--- config.mk ---
export PLATFORM = sky130hd
export DESIGN_NAME = nand_op_seq
export DESIGN_NICKNAME = d
export VERILOG_FILES = /design/src/rtl/nand_seq_pkg.sv /design/src/rtl/nand_seq_ctrl.sv /design/src/rtl/nand_seq_dp.sv /design/src/rtl/nand_op_seq.sv
export SDC_FILE = /design/constraint.sdc
export NUM_CORES = 1
export LEC_CHECK = 0
export BUFFER_PORTS_ARGS = -buffer_cell sky130_fd_sc_hd__buf_4
export CORE_UTILIZATION = 58
export DETAILED_ROUTE_END_ITERATION = 8
export PLACE_DENSITY_LB_ADDON = 0.1
export SYNTH_ARGS = -nofsm -noshare
export SYNTH_HDL_FRONTEND = slang
export SYNTH_SLANG_ARGS = --single-unit
export TNS_END_PERCENT = 50
--- constraint.sdc ---
create_clock -name clk -period 4.9 [get_ports clk]
set_clock_uncertainty 0.15 [all_clocks]
set_input_delay 0.735 -clock clk [delete_from_list [all_inputs] [get_ports clk]]
set_output_delay 0.735 -clock clk [all_outputs]
set_load 0.02 [all_outputs]
--- src/rtl/nand_seq_pkg.sv ---
package nand_seq_pkg;

  // Enum values equal the trigger bit positions in the operation register
  typedef enum logic [2:0] {
    OP_CMD  = 3'd0,
    OP_ADDR = 3'd1,
    OP_PROG = 3'd2,
    OP_READ = 3'd3,
    OP_ID   = 3'd4,
    OP_STAT = 3'd5
  } opKind_t;

  typedef struct packed {
    logic busy;
    logic cle;
    logic ale;
    logic dqOe;
    logic weLow;
    logic reLow;
    logic capture;
    logic nextByte;
    logic finish;
  } seqStrobe_t;

  localparam logic [2:0] REG_CMD   = 3'd0;
  localparam logic [2:0] REG_ADDR  = 3'd1;
  localparam logic [2:0] REG_OP    = 3'd2;
  localparam logic [2:0] REG_CFG   = 3'd3;
  localparam logic [2:0] REG_CS    = 3'd4;
  localparam logic [2:0] REG_SPARE = 3'd5;

endpackage

--- src/rtl/nand_seq_ctrl.sv ---
module nand_seq_ctrl
  import nand_seq_pkg::*;
#(
  parameter int T_SETUP = 1,
  parameter int T_PULSE = 2,
  parameter int T_HOLD  = 1,
  parameter int T_GUARD = 2
) (
  input  logic       clk,
  input  logic       rstN,
  input  logic       softRst,
  input  logic       launch,
  input  opKind_t    launchOp,
  input  logic       lastByte,
  input  logic       rbN,
  output seqStrobe_t st
);

  localparam int TMAX_A = (T_SETUP > T_PULSE) ? T_SETUP : T_PULSE;
  localparam int TMAX_B = (TMAX_A > T_HOLD) ? TMAX_A : T_HOLD;
  localparam int TMAX   = (TMAX_B > T_GUARD) ? TMAX_B : T_GUARD;
  localparam int CW     = $clog2(TMAX + 1);

  typedef enum logic [2:0] {S_IDLE, S_SETUP, S_PULSE, S_HOLD, S_GUARD, S_WAIT} state_t;

  state_t        state;
  opKind_t       op;
  logic [CW-1:0] cnt;
  logic [CW-1:0] limit;
  logic          phaseEnd;
  logic          isRead;
  logic          inStrobe;

  always_comb begin
    case (state)
      S_SETUP: limit = CW'(T_SETUP);
      S_PULSE: limit = CW'(T_PULSE);
      S_HOLD:  limit = CW'(T_HOLD);
      S_GUARD: limit = CW'(T_GUARD);
      default: limit = CW'(1);
    endcase
  end

  assign phaseEnd = (cnt == limit - 1'b1);
  assign isRead   = (op == OP_READ) || (op == OP_ID) || (op == OP_STAT);
  assign inStrobe = (state == S_SETUP) || (state == S_PULSE) || (state == S_HOLD);

  always_ff @(posedge clk or negedge rstN) begin
    if (!rstN) begin
      state <= S_IDLE;
      op    <= OP_CMD;
      cnt   <= '0;
    end else if (softRst) begin
      state <= S_IDLE;
      cnt   <= '0;
    end else begin
      case (state)
        S_IDLE: if (launch) begin
          state <= S_SETUP;
          op    <= launchOp;
          cnt   <= '0;
        end
        S_SETUP, S_PULSE, S_GUARD: begin
          if (phaseEnd) begin
            cnt <= '0;
            if (state == S_SETUP)      state <= S_PULSE;
            else if (state == S_PULSE) state <= S_HOLD;
            else                       state <= S_WAIT;
          end else begin
            cnt <= cnt + 1'b1;
          end
        end
        S_HOLD: begin
          if (phaseEnd) begin
            cnt   <= '0;
            state <= lastByte ? S_GUARD : S_SETUP;
          end else begin
            cnt <= cnt + 1'b1;
          end
        end
        S_WAIT: if (rbN) state <= S_IDLE;
        default: state <= S_IDLE;
      endcase
    end
  end

  always_comb begin
    st          = '0;
    st.busy     = (state != S_IDLE);
    st.cle      = inStrobe && (op == OP_CMD);
    st.ale      = inStrobe && (op == OP_ADDR);
    st.dqOe     = inStrobe && !isRead;
    st.weLow    = (state == S_PULSE) && !isRead;
    st.reLow    = (state == S_PULSE) && isRead;
    st.capture  = (state == S_PULSE) && isRead && phaseEnd;
    st.nextByte = (state == S_HOLD) && phaseEnd && !lastByte;
    st.finish   = (state == S_WAIT) && rbN;
  end

endmodule

--- src/rtl/nand_seq_dp.sv ---
module nand_seq_dp
  import nand_seq_pkg::*;
#(
  parameter int CS_BITS     = 2,
  parameter int BUF_AW      = 8,
  parameter int SPARE_BITS  = 6,
  parameter int PAGE_BYTES  = 16,
  parameter int ID_BYTES    = 4,
  parameter int SRST_CYCLES = 8,
  localparam int NUM_CS     = 1 << CS_BITS
) (
  input  logic              clk,
  input  logic              rstN,
  input  logic              regWrEn,
  input  logic [2:0]        regAddr,
  input  logic [15:0]       regWrData,
  output logic [15:0]       regRdData,
  output logic              irq,
  input  seqStrobe_t        st,
  output logic              launch,
  output opKind_t           launchOp,
  output logic              lastByte,
  output logic              softRst,
  output logic              doneFlag,
  output logic [NUM_CS-1:0] nandCeN,
  output logic              nandCle,
  output logic              nandAle,
  output logic              nandWeN,
  output logic              nandReN,
  output logic [7:0]        nandDqOut,
  output logic              nandDqOe,
  input  logic [7:0]        nandDqIn,
  output logic [BUF_AW-1:0] bufAddr,
  output logic              bufWrEn,
  output logic [7:0]        bufWrData,
  input  logic [7:0]        bufRdData
);

  localparam int IW = BUF_AW + 1;
  localparam int RW = $clog2(SRST_CYCLES + 1);

  logic [7:0]            cmdByte, addrByte;
  logic                  irqMask, chipEn;
  logic [CS_BITS-1:0]    chipSel;
  logic [SPARE_BITS-1:0] spareWords;
  logic [RW-1:0]         srstCnt;
  opKind_t               curOp;
  logic [IW-1:0]         byteIdx, byteTotal;
  logic                  wrOp, wrCfg;

  assign wrOp  = regWrEn && (regAddr == REG_OP);
  assign wrCfg = regWrEn && (regAddr == REG_CFG);

  // Lowest set trigger bit wins
  always_comb begin
    launchOp = OP_CMD;
    for (int i = 5; i >= 0; i--)
      if (regWrData[i]) launchOp = opKind_t'(3'(i));
  end

  assign launch = wrOp && (|regWrData[5:0]) && !st.busy && !softRst;

  always_comb begin
    case (curOp)
      OP_PROG, OP_READ: byteTotal = IW'(PAGE_BYTES) + (IW'(spareWords) << 1);
      OP_ID:            byteTotal = IW'(ID_BYTES);
      default:          byteTotal = IW'(1);
    endcase
  end

  assign lastByte = (byteIdx == byteTotal - 1'b1);

  always_ff @(posedge clk or negedge rstN) begin
    if (!rstN) begin
      cmdByte    <= '0;
      addrByte   <= '0;
      irqMask    <= 1'b1;
      chipEn     <= 1'b0;
      chipSel    <= '0;
      spareWords <= '0;
      curOp      <= OP_CMD;
      byteIdx    <= '0;
      doneFlag   <= 1'b0;
      softRst    <= 1'b0;
      srstCnt    <= '0;
    end else begin
      if (regWrEn && regAddr == REG_CMD)   cmdByte    <= regWrData[7:0];
      if (regWrEn && regAddr == REG_ADDR)  addrByte   <= regWrData[7:0];
      if (regWrEn && regAddr == REG_CS)    chipSel    <= regWrData[5 +: CS_BITS];
      if (regWrEn && regAddr == REG_SPARE) spareWords <= regWrData[SPARE_BITS-1:0];
      if (wrCfg) begin
        irqMask <= regWrData[4];
        chipEn  <= regWrData[7];
      end
      if (launch) begin
        curOp   <= launchOp;
        byteIdx <= '0;
      end else if (st.nextByte) begin
        byteIdx <= byteIdx + 1'b1;
      end
      // Soft reset window
      if (wrCfg && regWrData[6] && !softRst) begin
        softRst <= 1'b1;
        srstCnt <= '0;
      end else if (softRst) begin
        if (srstCnt == RW'(SRST_CYCLES - 1)) softRst <= 1'b0;
        srstCnt <= srstCnt + 1'b1;
      end
      // Sticky completion flag
      if (softRst)               doneFlag <= 1'b0;
      else if (st.finish)        doneFlag <= 1'b1;
      else if (wrOp && !regWrData[15]) doneFlag <= 1'b0;
    end
  end

  assign irq = doneFlag && !irqMask;

  for (genvar g = 0; g < NUM_CS; g++) begin : g_ce
    assign nandCeN[g] = !(chipEn && (chipSel == CS_BITS'(g)));
  end

  assign nandCle   = st.cle;
  assign nandAle   = st.ale;
  assign nandWeN   = !st.weLow;
  assign nandReN   = !st.reLow;
  assign nandDqOe  = st.dqOe;
  assign nandDqOut = (curOp == OP_CMD)  ? cmdByte :
                     (curOp == OP_ADDR) ? addrByte : bufRdData;

  assign bufAddr   = byteIdx[BUF_AW-1:0];
  assign bufWrEn   = st.capture;
  assign bufWrData = nandDqIn;

  always_comb begin
    case (regAddr)
      REG_CMD:   regRdData = {8'h00, cmdByte};
      REG_ADDR:  regRdData = {8'h00, addrByte};
      REG_OP:    regRdData = {doneFlag, 15'h0000};
      REG_CFG:   regRdData = {8'h00, chipEn, softRst, 1'b0, irqMask, 4'h0};
      REG_CS:    regRdData = 16'((32'(chipSel)) << 5);
      REG_SPARE: regRdData = 16'(spareWords);
      default:   regRdData = 16'h0000;
    endcase
  end

endmodule

--- src/rtl/nand_op_seq.sv ---
module nand_op_seq
  import nand_seq_pkg::*;
#(
  parameter int CS_BITS     = 2,
  parameter int BUF_AW      = 8,
  parameter int SPARE_BITS  = 6,
  parameter int PAGE_BYTES  = 16,
  parameter int ID_BYTES    = 4,
  parameter int SRST_CYCLES = 8,
  parameter int T_SETUP     = 1,
  parameter int T_PULSE     = 2,
  parameter int T_HOLD      = 1,
  parameter int T_GUARD     = 2,
  localparam int NUM_CS     = 1 << CS_BITS
) (
  input  logic              clk,
  input  logic              rstN,
  input  logic              regWrEn,
  input  logic [2:0]        regAddr,
  input  logic [15:0]       regWrData,
  output logic [15:0]       regRdData,
  output logic              irq,
  output logic [NUM_CS-1:0] nandCeN,
  output logic              nandCle,
  output logic              nandAle,
  output logic              nandWeN,
  output logic              nandReN,
  output logic [7:0]        nandDqOut,
  output logic              nandDqOe,
  input  logic [7:0]        nandDqIn,
  input  logic              nandRbN,
  output logic [BUF_AW-1:0] bufAddr,
  output logic              bufWrEn,
  output logic [7:0]        bufWrData,
  input  logic [7:0]        bufRdData
);

  seqStrobe_t st;
  logic       launch, lastByte, softRst, doneFlag;
  opKind_t    launchOp;

  nand_seq_ctrl #(
    .T_SETUP(T_SETUP), .T_PULSE(T_PULSE), .T_HOLD(T_HOLD), .T_GUARD(T_GUARD)
  ) u_ctrl (
    .clk(clk), .rstN(rstN), .softRst(softRst), .launch(launch),
    .launchOp(launchOp), .lastByte(lastByte), .rbN(nandRbN), .st(st)
  );

  nand_seq_dp #(
    .CS_BITS(CS_BITS), .BUF_AW(BUF_AW), .SPARE_BITS(SPARE_BITS),
    .PAGE_BYTES(PAGE_BYTES), .ID_BYTES(ID_BYTES), .SRST_CYCLES(SRST_CYCLES)
  ) u_dp (
    .clk(clk), .rstN(rstN), .regWrEn(regWrEn), .regAddr(regAddr),
    .regWrData(regWrData), .regRdData(regRdData), .irq(irq), .st(st),
    .launch(launch), .launchOp(launchOp), .lastByte(lastByte),
    .softRst(softRst), .doneFlag(doneFlag), .nandCeN(nandCeN),
    .nandCle(nandCle), .nandAle(nandAle), .nandWeN(nandWeN),
    .nandReN(nandReN), .nandDqOut(nandDqOut), .nandDqOe(nandDqOe),
    .nandDqIn(nandDqIn), .bufAddr(bufAddr), .bufWrEn(bufWrEn),
    .bufWrData(bufWrData), .bufRdData(bufRdData)
  );

endmodule

==> results of run 1 <==
==> registers in the layout, indices dropped and copies added, names as in the netlist, 2 cells and up <==
register,cells
u_dp.addrByte,8
u_dp.cmdByte,8
u_dp.curOp,3
u_dp.byteIdx,9
u_dp.spareWords,6
u_ctrl.cnt,2
u_dp.chipSel,2
u_ctrl.op,3
u_dp.srstCnt,4
u_ctrl.state,3
==> layer usage <==
layer | vias up | GRT usage [%] | part of all wire (%)
li1 | 1383 | - | -
met1 | 1396 | 34.7 | 44
met2 | 71 | 41.4 | 50
met3 | 10 | 4.25 | 4.9
met4 | 0 | 5.82 | 1.2
met5 | - | 0 | 0
==> per-stage QoR <==
step | cells | setup slack (ns) | hold WS [ns] | cell area, um2 | utilization (%)
after global routing | 475 | 1.66 | 0.348 | 3830 | 68.3
after floorplan | 379 | 1.99 | 0.289 | 3470 | -
after CTS | 475 | 1.87 | 0.325 | 3830 | 68.3
final | 475 | 1.88 | 0.315 | 3830 | 68.3
after detailed placement | 467 | 1.89 | 0.345 | 3720 | 66.4
after global placement | 467 | 1.96 | 0.335 | 3720 | 66.4
==> where the power goes <==
part	internal (uW)	switching (uW)	leakage (uW)
clock	153	135	0.0000524
sequential	556	215	0.000647
combinational	410	451	0.000958
==> synthesized netlist by cell type (2+ instances only) <==
library cell,number
o22ai_1,2
o21ai_1,2
clkbuf_1,13
nand2b_1,6
a21oi_1,14
or4_1,7
or3b_2,2
a22o_1,2
ha_1,3
and4_1,2
or2_2,3
o211ai_1,3
nor3b_1,2
mux2_2,25
a31oi_1,10
nand4b_1,2
nor2b_1,5
nand4_1,3
nor3_1,9
nor4_1,5
nor2_1,24
nand3_1,9
o31ai_1,7
xor2_1,4
or3_1,5
buf_4,26
dfrtp_1,51
buf_6,3
xnor2_1,5
inv_1,6
nor4b_1,2
o21ai_0,24
and3_1,2
a211oi_1,2
nand3b_1,4
a21o_1,3
mux2i_1,17
nand2_1,35
==> kinds of logic after synthesis <==
logic type | Yosys count
buf+inv | 51
flops | 52
simple gates | 136
xor+xnor | 9
other cells | 1
mux | 43
compound gates | 78
fa+ha+maj | 3
==> worst paths after layout <==
path | endpoint | slack, ns
min | u_ctrl.op[2]$_DFFE_PN0P_ | 0.31
max | u_dp.byteIdx[3]$_DFFE_PN0P_ | 1.88
min in group clk | u_dp.irqMask$_DFFE_PN1P_ | 0.36
max in group asynchronous | u_dp.srstCnt[3]$_DFFE_PN0P_ | 3.84
min reg2reg | u_dp.irqMask$_DFFE_PN1P_ | 0.36
max reg2reg | u_dp.byteIdx[3]$_DFFE_PN0P_ | 1.88
==> final cells by class <==
cell class / instances / area (um2)
timing repair buffer: 61 / 458
tap: 72 / 90.1
clock buffer: 7 / 76.3
sequential: 52 / 1300
multi-input combinational: 276 / 1850
fill: 472 / 1780
clock inverter: 1 / 30.0
inverter: 6 / 22.5
==> worst max-delay path, delay by kind of cell, from the launching register on <==
family / cells / cell delay, ns
flops: 1 / 0.47
fa+ha+maj: 1 / 0.38
simple gates: 5 / 1.73
compound gates: 1 / 0.16
xor+xnor: 1 / 0.09
==> flow_summary.ini, run 1 <==
[run_status]
status = finished clean

[placed_design]
port_buffers = 59
hpwlAfterDp_um = 5390
gp_congestion = 0.830

[synth]
synth-simple-area-share_pct = 21.5
synthCells = 373
synth_area_leaders = dfrtp_1, mux2_2, buf_4
synth_top_area_share_pct = 37.1
yosysSeqAreaShare_pct = 37.8
synth_enable_flop_cells = 0
synth_top_family_by_area = simple AND/OR/NAND/NOR gates
synth_ff_type = dfrtp_1
ys_warn_count = 0
ys_ff_latch = 52
synth_mux_area_share_pct = 13.8
synth-xor-area-share_pct = 2.29
synthAdderAreaFrac_pct = 1.09
yosysTopAreaCell = dfrtp_1
synthArstFlopShare_pct = 100
synth-compound-area-share_pct = 14.3
ys_types = 62
synth.avg_cell_area_um2 = 9.23
synth_area_mm2 = 0.00344

[setup_path]
cp_max_fo = 16
cp-start-kind = flop
crit_start = u_dp.spareWords[3]$_DFFE_PN0P_
critPathKind = reg2reg
r2r_cells = 8
worstPathArrival_ns = 3.11
crit_required_ns = 4.99
path_cells = ha_1 -> nand2b_1 -> or4_4 -> nand2_2 -> xnor2_1 -> and4_1 -> or4_1 -> a21oi_1
worstSetupEndpointType = flop
slowest_stage = or4_1
max_stage_delay_ns = 0.56
timing.rr.start = u_dp.spareWords[3]$_DFFE_PN0P_

[clocking]
cts_buffers = 5
cts_hold_buf = 0
cts.sinks = 52
cts_tree = built
htreeDepth = 2
cts_root_buf = clkbuf_8
cts_resized = 0
postCtsSetupRepairBufs = 0
clk_latency_ns = 0.31
cts_buffer_depth = 2
path_clk_slew_ns = 0.10

[sta]
fin_crit_ns = 3.02
fin_setup_tns_ns = 0
setup_viol = 0
fin_crit_sh_pct = 61.6
slew_violations = 0
rsz0062_at_grt = no
slew_headroom_pct = 22.5
hold_violations = 0
fmax_mhz = 331
worst_pin_slew_ns = 1.15

[pwr]
ir_worst_vdd_uv = 300
power_leakage_uw = 0.00166
p_per_area_mw_per_mm2 = 501
power.total_uw = 1920

[final_layout]
n_antenna_cell = 0
fin_nets = 444
drive_gt1_share_pct = 25.8
layout_common_cells = buf_4, dfrtp_1, nand2_1
syn2layout_area_growth_pct = 11.2
final_common_cell = buf_4

[route]
dr.pass1.iters = 5
drc = 0
drt_iter0_markers = 133
wl_per_cell_um = 15.6
vias = 2860
routed_wl_um = 7420
via_per_inst = 6.02
ant_nets = 0

[floorplan]
start_util_pct = 61.4
coreArea_mm2 = 0.00561
rows = 27
dieArea_mm2 = 0.00625
die_y_um = 79.1
dieWidth_um = 79.1
pin_count = 90

[grt]
grt_antenna_before_repair = 0
first_global_vias = 2581
track_usage_pct = 25.2
grt_max_degree = 53
grt_pass1_wl_um = 12300
grt-ovfl-total = 0

[job]
maxCapViolations = 0

[min_path]
hold_class = in2async
Power figures use the tool's default switching activity.
==> run 2: changes to the inputs <==
--- a/config.mk
+++ b/config.mk
@@ -6,7 +6,7 @@
 export NUM_CORES = 1
 export LEC_CHECK = 0
 export BUFFER_PORTS_ARGS = -buffer_cell sky130_fd_sc_hd__buf_4
-export CORE_UTILIZATION = 58
+export CORE_UTILIZATION = 54
 export DETAILED_ROUTE_END_ITERATION = 8
 export PLACE_DENSITY_LB_ADDON = 0.1
 export SYNTH_ARGS = -nofsm -noshare
==> constraint.sdc (replaced) <==
create_clock -name clk -period 2.9 [get_ports clk]
set_clock_uncertainty 0.15 [all_clocks]
set_input_delay 0.435 -clock clk [delete_from_list [all_inputs] [get_ports clk]]
set_output_delay 0.435 -clock clk [all_outputs]
set_load 0.02 [all_outputs]
==> flow_summary.ini, run 2 (same netlist as run 1, synthesis figures left out) <==
[run_status]
status = complete, but fails checks
violations = negative hold slack

[placed_design]
dpl.cell_count = 482
place_ws_ns = 0.0777
port_buffers = 59
gp_congestion = 0.823
hpwlAfterDp_um = 5510

[setup_path]
worstSetupEndpointType = flop
r2r_cells = 8
crit_required_ns = 2.99
max_stage_delay_ns = 0.53
timing.reg2reg.setup_slack_ns = 0.18
slowest_stage = or4_4
critPathKind = reg2reg
timing.rr.start = u_dp.spareWords[3]$_DFFE_PN0P_
reg2reg_to = u_dp.byteIdx[3]$_DFFE_PN0P_
path_cells = ha_1 -> nand2b_1 -> or4_4 -> nand4b_1 -> o21ai_1 -> and4_4 -> or4_1 -> a21oi_1
cp_max_fo = 16
worstPathArrival_ns = 2.80
cp-start-kind = flop

[clocking]
cts_buffer_depth = 2
cts_buffers = 5
clk_latency_ns = 0.30
cts.sinks = 52
cts_root_buf = clkbuf_8
htreeDepth = 2
path_clk_slew_ns = 0.09
cts_tree = built
postCtsSetupRepairBufs = 0

[grt]
grt_max_degree = 53
grt_antenna_before_repair = 0
grt-ovfl-total = 0
track_usage_pct = 23.5
first_global_vias = 2562
grt_pass1_wl_um = 12000

[route]
vias = 2876
ant_nets = 0
dr.pass1.iters = 4
via_per_inst = 5.87
drt_iter0_markers = 176
wl_per_cell_um = 15.1
drc = 0
routed_wl_um = 7410

[sta]
layout_setup_ws_ns = 0.185
slew_headroom_pct = 55.4
fmax_mhz = 368
slew_violations = 0
fin_crit_sh_pct = 93.6
hold_violations = 2
fin_crit_ns = 2.72
whs_ns = -0.00422
rsz0062_at_grt = no
worst_pin_slew_ns = 0.669
fin_setup_tns_ns = 0
setup_viol = 0

[final_layout]
layout_common_cells = buf_4, dfrtp_1, nand2_1
syn2layout_area_growth_pct = 14.6
final_common_cell = buf_4
drive_gt1_share_pct = 28.7
regArea_mm2 = 0.00130
fin_nets = 456
largest_registers = u_dp.byteIdx: 9 flops, u_dp.addrByte: 8 flops, u_dp.cmdByte: 8 flops
regMostFlops = u_dp.byteIdx
n_fill_cell = 512
finalNonFillerCells = 490
multi_input_area_mm2 = 0.00185
n_antenna_cell = 0
largest_register_ffs = 9

[pwr]
ir_worst_vdd_uv = 503
power_leakage_uw = 0.00173
switching_share_pct = 40.6
combPwrFrac_pct = 47.5
p_int_uw = 1990
p_per_area_mw_per_mm2 = 849
p_sw_uw = 1360
sequentialPowerShare_pct = 36.5
clkPwrFrac_pct = 16.0

[floorplan]
coreArea_mm2 = 0.00603
dieWidth_um = 81.9
rows = 28
die_y_um = 81.9
dieArea_mm2 = 0.00670
pin_count = 90
start_util_pct = 57.1

[min_path]
hold_class = in2async

[job]
maxCapViolations = 0
## run 2: worst max path at each step
stage | start | to
CTS | u_dp.spareWords[3]$_DFFE_PN0P_ | u_dp.byteIdx[3]$_DFFE_PN0P_
finish | u_dp.spareWords[3]$_DFFE_PN0P_ | u_dp.byteIdx[3]$_DFFE_PN0P_
detailed placement | u_dp.spareWords[3]$_DFFE_PN0P_ | u_dp.byteIdx[3]$_DFFE_PN0P_
floorplan | u_dp.spareWords[3]$_DFFE_PN0P_ | u_dp.byteIdx[3]$_DFFE_PN0P_
global route | u_dp.spareWords[3]$_DFFE_PN0P_ | u_dp.byteIdx[5]$_DFFE_PN0P_
global placement | u_dp.spareWords[3]$_DFFE_PN0P_ | u_dp.byteIdx[3]$_DFFE_PN0P_
## run 2: worst max-delay path: cells and delay by family, from the launching register on
family,cells,cell delay [ns]
AOI/OAI and AO/OA,2,0.26
adders and majority gates,1,0.31
DFF,1,0.40
and+or+nand+nor,5,1.52
## run 2: cell type report
type / count / area share [%]
Clock buffer: 7 / 2.44
Multi-Input combinational cell: 276 / 46.9
Inverter: 6 / 0.571
Timing Repair Buffer: 73 / 13.9
Clock inverter: 1 / 0.761
Tap cell: 75 / 2.38
Sequential cell: 52 / 33.0
## run 2: repair_timing
| item | 4_1_cts | 5_1_grt |
|---|---|---|
| resized for setup | 0 | 2 |
| setup endpoints to repair | 0 | 9 |
| hold buffers | 0 | 0 |
## run 2: power by group through the flow
| stage | clock [uW] | combinational, uW | sequential, uW |
|---|---|---|---|
| after global placement | 0 | 1560 | 1210 |
| after floorplan | 0 | 1280 | 1120 |
| after CTS | 551 | 1600 | 1220 |
| after detailed placement | 0 | 1590 | 1230 |
| final | 536 | 1590 | 1220 |
| after global routing | 582 | 1760 | 1270 |
## run 2: routing by layer
layer / track usage [%] / part of all wire (%) / routed length, um / up-vias
met3: 3.67 / 4.3 / 320 / 8
met2: 39.1 / 49 / 3630 / 79
met4: 6.14 / 1.1 / 84 / 0
met1: 31.9 / 46 / 3380 / 1386
li1: - / - / - / 1403
met5: 0 / 0 / 0 / -
## run 2: metrics by stage
step                      util [%]  total power [uW]  area, um2
after floorplan                  -              2390       3470
after global placement        63.3              2770       3820
after detailed placement      63.3              2830       3820
after CTS                     65.4              3370       3940
after global routing          65.5              3600       3950
final                         65.5              3350       3950
